## src/rtl/wrprot_pkg.sv

```systemverilog
package wrprot_pkg;

  typedef enum logic [1:0] {
    LVL_NONE    = 2'b00,
    LVL_QUARTER = 2'b01,
    LVL_HALF    = 2'b10,
    LVL_ALL     = 2'b11
  } protLevel_t;

  // strobes from control to datapath
  typedef struct packed {
    logic latchSet;
    logic latchClr;
    logic capture;
    logic commit;
  } wpStrobe_t;

  localparam int STAT_W      = 8;
  localparam int BIT_LOCKEN  = 7;
  localparam int BIT_LVL_HI  = 3;
  localparam int BIT_LVL_LO  = 2;
  localparam int BIT_LATCH   = 1;

endpackage

```

## src/rtl/wrprot_ctrl.sv

```systemverilog
module wrprot_ctrl
  import wrprot_pkg::*;
(
  input  logic      clk,
  input  logic      rstN,
  input  logic      welSetCmd,
  input  logic      welClrCmd,
  input  logic      statWrReq,
  input  logic      busyIn,
  input  logic      statusWrOk,
  output wpStrobe_t strobe
);

  logic busyQ;
  logic pendQ;
  logic busyFall;

  assign busyFall = busyQ && !busyIn;

  always_ff @(posedge clk or negedge rstN) begin
    if (!rstN) begin
      busyQ <= 1'b0;
      pendQ <= 1'b0;
    end else begin
      busyQ <= busyIn;
      if (busyFall)
        pendQ <= 1'b0;
      else if (statWrReq && statusWrOk)
        pendQ <= 1'b1;
    end
  end

  always_comb begin
    strobe          = '0;
    strobe.commit   = busyFall && pendQ;
    strobe.capture  = statWrReq && statusWrOk && !busyFall;
    // end of any programming cycle or an idle clear command drops the latch
    strobe.latchClr = busyFall || (welClrCmd && !busyIn);
    strobe.latchSet = welSetCmd && !busyIn;
  end

endmodule

```

## src/rtl/wrprot_datapath.sv

```systemverilog
module wrprot_datapath
  import wrprot_pkg::*;
#(
  parameter int ADDR_W = 11
) (
  input  logic              clk,
  input  logic              rstN,
  input  wpStrobe_t         strobe,
  input  logic              newLockEn,
  input  logic [1:0]        newLevel,
  input  logic              hwLockN,
  input  logic              busyIn,
  input  logic [ADDR_W-1:0] targetAddr,
  output logic [STAT_W-1:0] statusRead,
  output logic              arrayWrOk,
  output logic              statusWrOk
);

  localparam int DEPTH        = 1 << ADDR_W;
  localparam int QUARTER_BASE = DEPTH - DEPTH / 4;
  localparam int HALF_BASE    = DEPTH / 2;
  localparam logic [ADDR_W-1:0] Q_BASE = ADDR_W'(QUARTER_BASE);
  localparam logic [ADDR_W-1:0] H_BASE = ADDR_W'(HALF_BASE);

  logic       latchQ;
  logic       lockEnQ;
  protLevel_t levelQ;
  logic       pendLockEn;
  protLevel_t pendLevel;
  logic       inFence;
  logic       lockEngaged;

  always_ff @(posedge clk or negedge rstN) begin
    if (!rstN) begin
      latchQ     <= 1'b0;
      lockEnQ    <= 1'b0;
      levelQ     <= LVL_NONE;
      pendLockEn <= 1'b0;
      pendLevel  <= LVL_NONE;
    end else begin
      if (strobe.latchClr)
        latchQ <= 1'b0;
      else if (strobe.latchSet)
        latchQ <= 1'b1;
      if (strobe.capture) begin
        pendLockEn <= newLockEn;
        pendLevel  <= protLevel_t'(newLevel);
      end
      if (strobe.commit) begin
        lockEnQ <= pendLockEn;
        levelQ  <= pendLevel;
      end
    end
  end

  always_comb begin
    unique case (levelQ)
      LVL_NONE:    inFence = 1'b0;
      LVL_QUARTER: inFence = (targetAddr >= Q_BASE);
      LVL_HALF:    inFence = (targetAddr >= H_BASE);
      LVL_ALL:     inFence = 1'b1;
      default:     inFence = 1'b1;
    endcase
  end

  assign lockEngaged = lockEnQ && !hwLockN;
  assign arrayWrOk   = latchQ && !busyIn && !inFence;
  assign statusWrOk  = latchQ && !busyIn && !lockEngaged;

  always_comb begin
    if (busyIn) begin
      statusRead = '1;
    end else begin
      statusRead = '0;
      statusRead[BIT_LOCKEN] = lockEnQ;
      statusRead[BIT_LVL_HI:BIT_LVL_LO] = levelQ;
      statusRead[BIT_LATCH] = latchQ;
    end
  end

endmodule

```

## src/rtl/wrprot_status_unit.sv

```systemverilog
module wrprot_status_unit
  import wrprot_pkg::*;
#(
  parameter int ADDR_W = 11
) (
  input  logic              clk,
  input  logic              rstN,
  input  logic              welSetCmd,
  input  logic              welClrCmd,
  input  logic              statWrReq,
  input  logic              newLockEn,
  input  logic [1:0]        newLevel,
  input  logic              hwLockN,
  input  logic              busyIn,
  input  logic [ADDR_W-1:0] targetAddr,
  output logic [7:0]        statusRead,
  output logic              arrayWrOk,
  output logic              statusWrOk
);

  wpStrobe_t strobe;

  wrprot_ctrl uCtrl (
    .clk        (clk),
    .rstN       (rstN),
    .welSetCmd  (welSetCmd),
    .welClrCmd  (welClrCmd),
    .statWrReq  (statWrReq),
    .busyIn     (busyIn),
    .statusWrOk (statusWrOk),
    .strobe     (strobe)
  );

  wrprot_datapath #(.ADDR_W(ADDR_W)) uData (
    .clk        (clk),
    .rstN       (rstN),
    .strobe     (strobe),
    .newLockEn  (newLockEn),
    .newLevel   (newLevel),
    .hwLockN    (hwLockN),
    .busyIn     (busyIn),
    .targetAddr (targetAddr),
    .statusRead (statusRead),
    .arrayWrOk  (arrayWrOk),
    .statusWrOk (statusWrOk)
  );

endmodule

```

## config.mk

```make
export PLATFORM = sky130hd
export DESIGN_NAME = wrprot_status_unit
export DESIGN_NICKNAME = d
export VERILOG_FILES = /design/src/rtl/wrprot_pkg.sv /design/src/rtl/wrprot_ctrl.sv /design/src/rtl/wrprot_datapath.sv /design/src/rtl/wrprot_status_unit.sv
export SDC_FILE = /design/constraint.sdc
export NUM_CORES = 1
export LEC_CHECK = 0
export ABC_AREA = 1
export BUFFER_PORTS_ARGS = -buffer_cell sky130_fd_sc_hd__buf_2
export CAP_MARGIN = 20
export CORE_AREA = 5 5 42 44
export CTS_CLUSTER_SIZE = 20
export DETAILED_ROUTE_END_ITERATION = 8
export DIE_AREA = 0 0 47 49
export MAX_ROUTING_LAYER = met4
export PLACE_DENSITY = 0.82
export SYNTH_ARGS = -nofsm -noshare
export SYNTH_HDL_FRONTEND = slang
export SYNTH_SLANG_ARGS = --single-unit
```

## constraint.sdc

```tcl
create_clock -name clk -period 2.2 [get_ports clk]
set_clock_uncertainty 0.15 [all_clocks]
set_input_delay 0.22 -clock clk [delete_from_list [all_inputs] [get_ports clk]]
set_output_delay 0.22 -clock clk [all_outputs]
set_load 0.02 [all_outputs]
```

==> metrics.md, run 1 <==
| Metric | Value |
|---|---|
| Status | finished clean |
| CP Launch Point | uData.latchQ |
| Top FF cell, synth | dfrtp_1 |
| GR Overflow Total | 0 |
| Post_cts resized | 0 |
| Gr usage total | 10.6% |
| Clock Latency Late Sink | 260 ps |
| ANT cells | 0 |
| Largest net degree at the start of global routing | 10 |
| LEAKAGE | 0.349 nW |
| Worst reg-to-reg path cell count | 5 |
| Register area share after synthesis | 46.2% |
| Initial antenna violation count | 0 |
| # rows | 14 |
| Final ANT Viol Nets | 0 |
| # setup viols final | 0 |
| P&R area growth vs syn | 26.9% |
| CTS tree | built |
| Share of cells above drive strength 1 | 40.5% |
| H-Tree Depth | 1 |
| CP Cell Sequence | or2_2, buf_2 |
| Fmax | 672 MHz |
| Yosys top cell area share | 46.2% |
| Setup slack at placement | 931 ps |
| Routed length per placed instance | 10.2 um |
| CP peak stage delay | 420 ps |
| Cell taking the most area after synthesis | dfrtp_1 |
| WHS Path Cells | 1 |
| Synth area leaders | dfrtp_1, nand2_1, nand3_1 |
| Count leader, synth | nand2_1 |
| First-pass GRT wire length | 1.70 mm |
| Post-synth top cells | nand2_1, dfrtp_1, nand3_1, inv_1, buf_4 |
| EDFF count, synth | 0 |
| Number of max-cap violations | 0 |
| CP endpoint kind | output pin |
| Syn nets | 78 |
| Register clock-pin slew on the reported worst setup and hold paths | 60 ps |
| Hold-fix buffers, CTS | 1 |
| Port bufs | 21 |
| Number of setup buffers added after CTS | 0 |
| DR DRC count | 0 |
| Finished Core Util | 44.2% |
| Routed WL | 972 um |
| Vias in the first global route | 421 |
| CP arrival | 1120 ps |
| Period Utilization, post-route | 67.6% |
| Clock Tree Buf Depth | 2 |
| Syn Area/Cell | 8.56 sq um |
| Number of warning messages in the yosys log | 0 |
| Starting Density | 34.8% |
| CTS root buffer | clkbuf_4 |
| Crit path kind | flip-flop to output pin |
| Core area | 1400 sq um |
| # IOs | 31 |
| Power Density | 852 nW/um^2 |
| Fin crit period | 1490 ps |
| Worst endpoint required time | 1830 ps |
| Fraction of registers with async set/reset | 100% |
| Final worst slack | 713 ps |
| Post-route setup TNS | 0 ps |
| Max VDD drop | 0.000387 V |
| Fillers | 149 |
| Die width | 47 um |
| Worst min path class | input port to flip-flop |
| Mapped Area | 488 sq um |
| Max FO, Critical Path | 3 |
| Clock sinks | 9 |
| RSZ-0062 raised after global routing | false |
| 1st-iter DRT viols | 8 |
| Slew HR | 84.8% |
| Final hold slack | 28.8 ps |
| Vias | 401 |
| Slew Limit Fails | 0 |
| Reg2reg start | uCtrl.busyQ |
| Routability congestion estimate | 0.738 |
| Chip Height | 49 um |
| Area of the multi-input gates | 208 sq um |
| Sequential cell area | 225 sq um |
| Detailed Routing Iterations Pass 1 | 4 |
| Vias per cell | 4.22 |
| Nets@finish | 101 |
| Worst hold start | busyIn |
| Cell variety after synth | 17 |
| Die footprint | 2300 sq um |
| CP Launch Type | flip-flop |
| FF+latch count, synth | 9 |
| TritonCTS Buffers | 3 |
| Gate Count Post-Synth | 57 |
| Hold Fails Final Rpt | 0 |
| Max stage delay cell, worst path | dfrtp_1 |
| Pin slew with the least headroom to its limit | 227 ps |
-- per-layer routing --
layer | up-vias | wire length, um | track usage, %
met5 | - | 0 | -
met4 | 0 | 12 | 8.29
li1 | 218 | - | -
met2 | 14 | 476 | 14.9
met1 | 167 | 395 | 12.7
met3 | 2 | 87 | 2.21
-- cell usage in the layout, fill, tap and decap left out, drive strengths merged --
cell         synthesis  routed
buf                  4      21
nand2               21      21
dfrtp                9       9
nand3                6       6
inv                  6       6
clkbuf               0       4
nor2                 4       4
a21oi                3       3
or2                  1       1
o21bai               1       1
o21a                 1       1
o21ai                1       1
dlygate4sd3          0       1
-- where the power goes --
| part | total (mW) | switching [mW] | internal, mW |
|---|---|---|---|
| Clock | 0.125 | 0.0548 | 0.0697 |
| Combinational | 0.164 | 0.105 | 0.0595 |
| Sequential | 0.239 | 0.0296 | 0.209 |
-- final timing paths --
check / endpoint / slack, ps
hold reg to reg: uData.lockEnQ / 320
setup reg to reg: uData.levelQ[0] / 1080
min in group asynchronous: uData.pendLevel[0] / 180
hold / removal: uCtrl.busyQ / 30
max in group asynchronous: uData.pendLockEn / 1530
setup / recovery: statusRead[1] / 710
-- area by class of cell --
cell class / instances / share of cell area [%]
Inverter: 6 / 4.04
Multi-Input combinational cell: 38 / 33.5
Sequential cell: 9 / 36.4
Timing Repair Buffer: 22 / 18.6
Tap cell: 16 / 3.23
Clock buffer: 4 / 4.24
-- metrics by stage --
step / instance area, sq um / instances / power, mW
global route: 619 / 95 / 0.571
finish: 619 / 95 / 0.528
global placement: 583 / 90 / 0.396
CTS: 619 / 95 / 0.536
floorplan: 488 / 57 / 0.356
detailed placement: 583 / 90 / 0.407
-- registers in the layout, summed over array words and instances (netlist names) --
signal / cells
uData.latchQ: 1
uCtrl.pendQ: 1
uData.pendLevel: 2
uData.levelQ: 2
uData.lockEnQ: 1
uCtrl.busyQ: 1
uData.pendLockEn: 1
-- critical path, delay by kind of cell, from the launching register on --
family	cells	cell delay, ps
buf+inv	1	160
flops	1	420
simple gates	1	280
-- cells by family after synthesis --
logic type / share of synthesized area [%]
AOI/OAI and AO/OA: 9.49
buffers and inverters: 11.3
DFF: 46.2
and+or+nand+nor: 33.1
(Power assumes the default switching activity.)
==> inputs of run 2 (changes only) <==
clock period = 1.4 ns   (was 2.2 ns; I/O delays follow)
==> metrics.md, run 2 (synthesis results as in run 1) <==
| Metric | Value |
|---|---|
| Worst r2r dst | uData.levelQ[0] |
| Max FO, Critical Path | 3 |
| Reg2reg start | uCtrl.busyQ |
| Fmax | 723 MHz |
| Chip Height | 49 um |
| First-pass GRT wire length | 1.77 mm |
| Fin crit period | 1380 ps |
| 1st-iter DRT viols | 6 |
| Placed cell count | 90 |
| Number of max-cap violations | 0 |
| Finished Core Util | 50.9% |
| TritonCTS Buffers | 3 |
| Starting Density | 34.8% |
| Status | finished clean |
| Setup slack at placement | 264 ps |
| Worst reg-to-reg path cell count | 5 |
| Slew HR | 86.5% |
| Biggest regs | uData.levelQ x2, uData.pendLevel x2 |
| Vias per cell | 4.18 |
| Initial antenna violation count | 0 |
| # IOs | 31 |
| Core area | 1400 sq um |
| CTS tree | built |
| Detailed Routing Iterations Pass 1 | 4 |
| Gr usage total | 11.0% |
| CTS root buffer | clkbuf_4 |
| Max VDD drop | 0.000685 V |
| Power Density | 1240 nW/um^2 |
| GR Overflow Total | 0 |
| CP endpoint kind | output pin |
| Pin slew with the least headroom to its limit | 203 ps |
| Final ANT Viol Nets | 0 |
| Routed length per placed instance | 9.94 um |
| Most common cell after layout, fill and taps aside | nand2_1 |
| Clock sinks | 9 |
| Port bufs | 21 |
| Largest net degree at the start of global routing | 10 |
| LEAKAGE | 0.387 nW |
| Fin area | 713 sq um |
| Crit path kind | flip-flop to output pin |
| Vias | 431 |
| # rows | 14 |
| # setup viols final | 0 |
| Worst min path class | input port to asynchronous set/reset pin |
| Die width | 47 um |
| Share of cells above drive strength 1 | 42.5% |
| Period Utilization, post-route | 98.8% |
| Nets@finish | 109 |
| Clock Tree Buf Depth | 2 |
| Commonest cells after routing, fill and taps aside | nand2_1, buf_2, dfrtp_1 |
| RSZ-0062 raised after global routing | true |
| Hold Fails Final Rpt | 0 |
| H-Tree Depth | 1 |
| Clock Latency Late Sink | 260 ps |
| Register clock-pin slew on the reported worst setup and hold paths | 60 ps |
| Post-route setup TNS | 0 ps |
| Vias in the first global route | 434 |
| Worst endpoint required time | 1110 ps |
| Final Non-Filler Cells | 103 |
| Slew Limit Fails | 0 |
| P&R area growth vs syn | 46.2% |
| Die footprint | 2300 sq um |
| R2R setup slack | 280 ps |
| Final worst slack | 16.8 ps |
| CP Launch Type | flip-flop |
| CP arrival | 1090 ps |
| DP Area | 583 sq um |
| Routed WL | 1.02 mm |
| ANT cells | 0 |
| Routability congestion estimate | 0.738 |
| DR DRC count | 0 |
## run 2: cell count changes in the layout (fill, tap and decap cells not counted)
cell           delta
nor2_2            -1
inv_2             +3
buf_6             +1
or2_4             +1
buf_4             +4
nor2_4            +1
or2_2             -1
dlygate4sd3_1     +6
inv_1             -3
buf_2             -3
## run 2: power breakdown
group / leakage, nW / internal, mW / switching, mW
combinational: 0.258 / 0.133 / 0.178
sequential: 0.114 / 0.329 / 0.0515
clock: 0.0150 / 0.110 / 0.0858
## run 2: layout make-up
type | count | area (sq um)
fillers | 139 | 688
flip-flops and latches | 9 | 225
multi-input cells | 38 | 215
repair buffers | 30 | 201
clock buffers | 4 | 26.3
inverters | 6 | 25.0
well taps | 16 | 20.0
## run 2: timing repair
item	CTS	global route
gates resized for setup	4	5
endpoints found under the hold margin	14	0
endpoints found under the setup margin	2	2
pin swaps	0	1
setup buffers	1	1
hold buffers	7	0
## run 2: how the worst max path moves through the flow
stage	start	to	slack (ps)	cells past startpoint
final	uData.levelQ[0]	arrayWrOk	20	4
after global routing	uData.levelQ[0]	arrayWrOk	-100	4
after CTS	uData.levelQ[1]	arrayWrOk	3	4
after detailed placement	uData.latchQ	statusRead[1]	260	2
after global placement	uData.latchQ	statusRead[1]	280	2
after floorplan	uData.levelQ[1]	arrayWrOk	260	3
## run 2: metal layers
metal,part of all wire (%),GRT usage [%],vias up
met2,47,14.0,14
met3,8.1,2.21,2
met5,0,-,-
met1,43,14.7,181
met4,1.2,8.29,0
li1,-,-,234
## run 2: metrics by stage
| step | hold WS (ps) | power (mW) |
|---|---|---|
| detailed placement | -150 | 0.639 |
| finish | 99.6 | 0.886 |
| CTS | 103 | 0.866 |
| global route | 107 | 0.957 |
| floorplan | -306 | 0.559 |
| global placement | -152 | 0.623 |
## run 2: worst max-delay path, cell delays in order (launching register included)
cell and delay, ps:
dfrtp_1 400, inv_2 70, o21bai_1 60, a21oi_1 150, buf_4 160
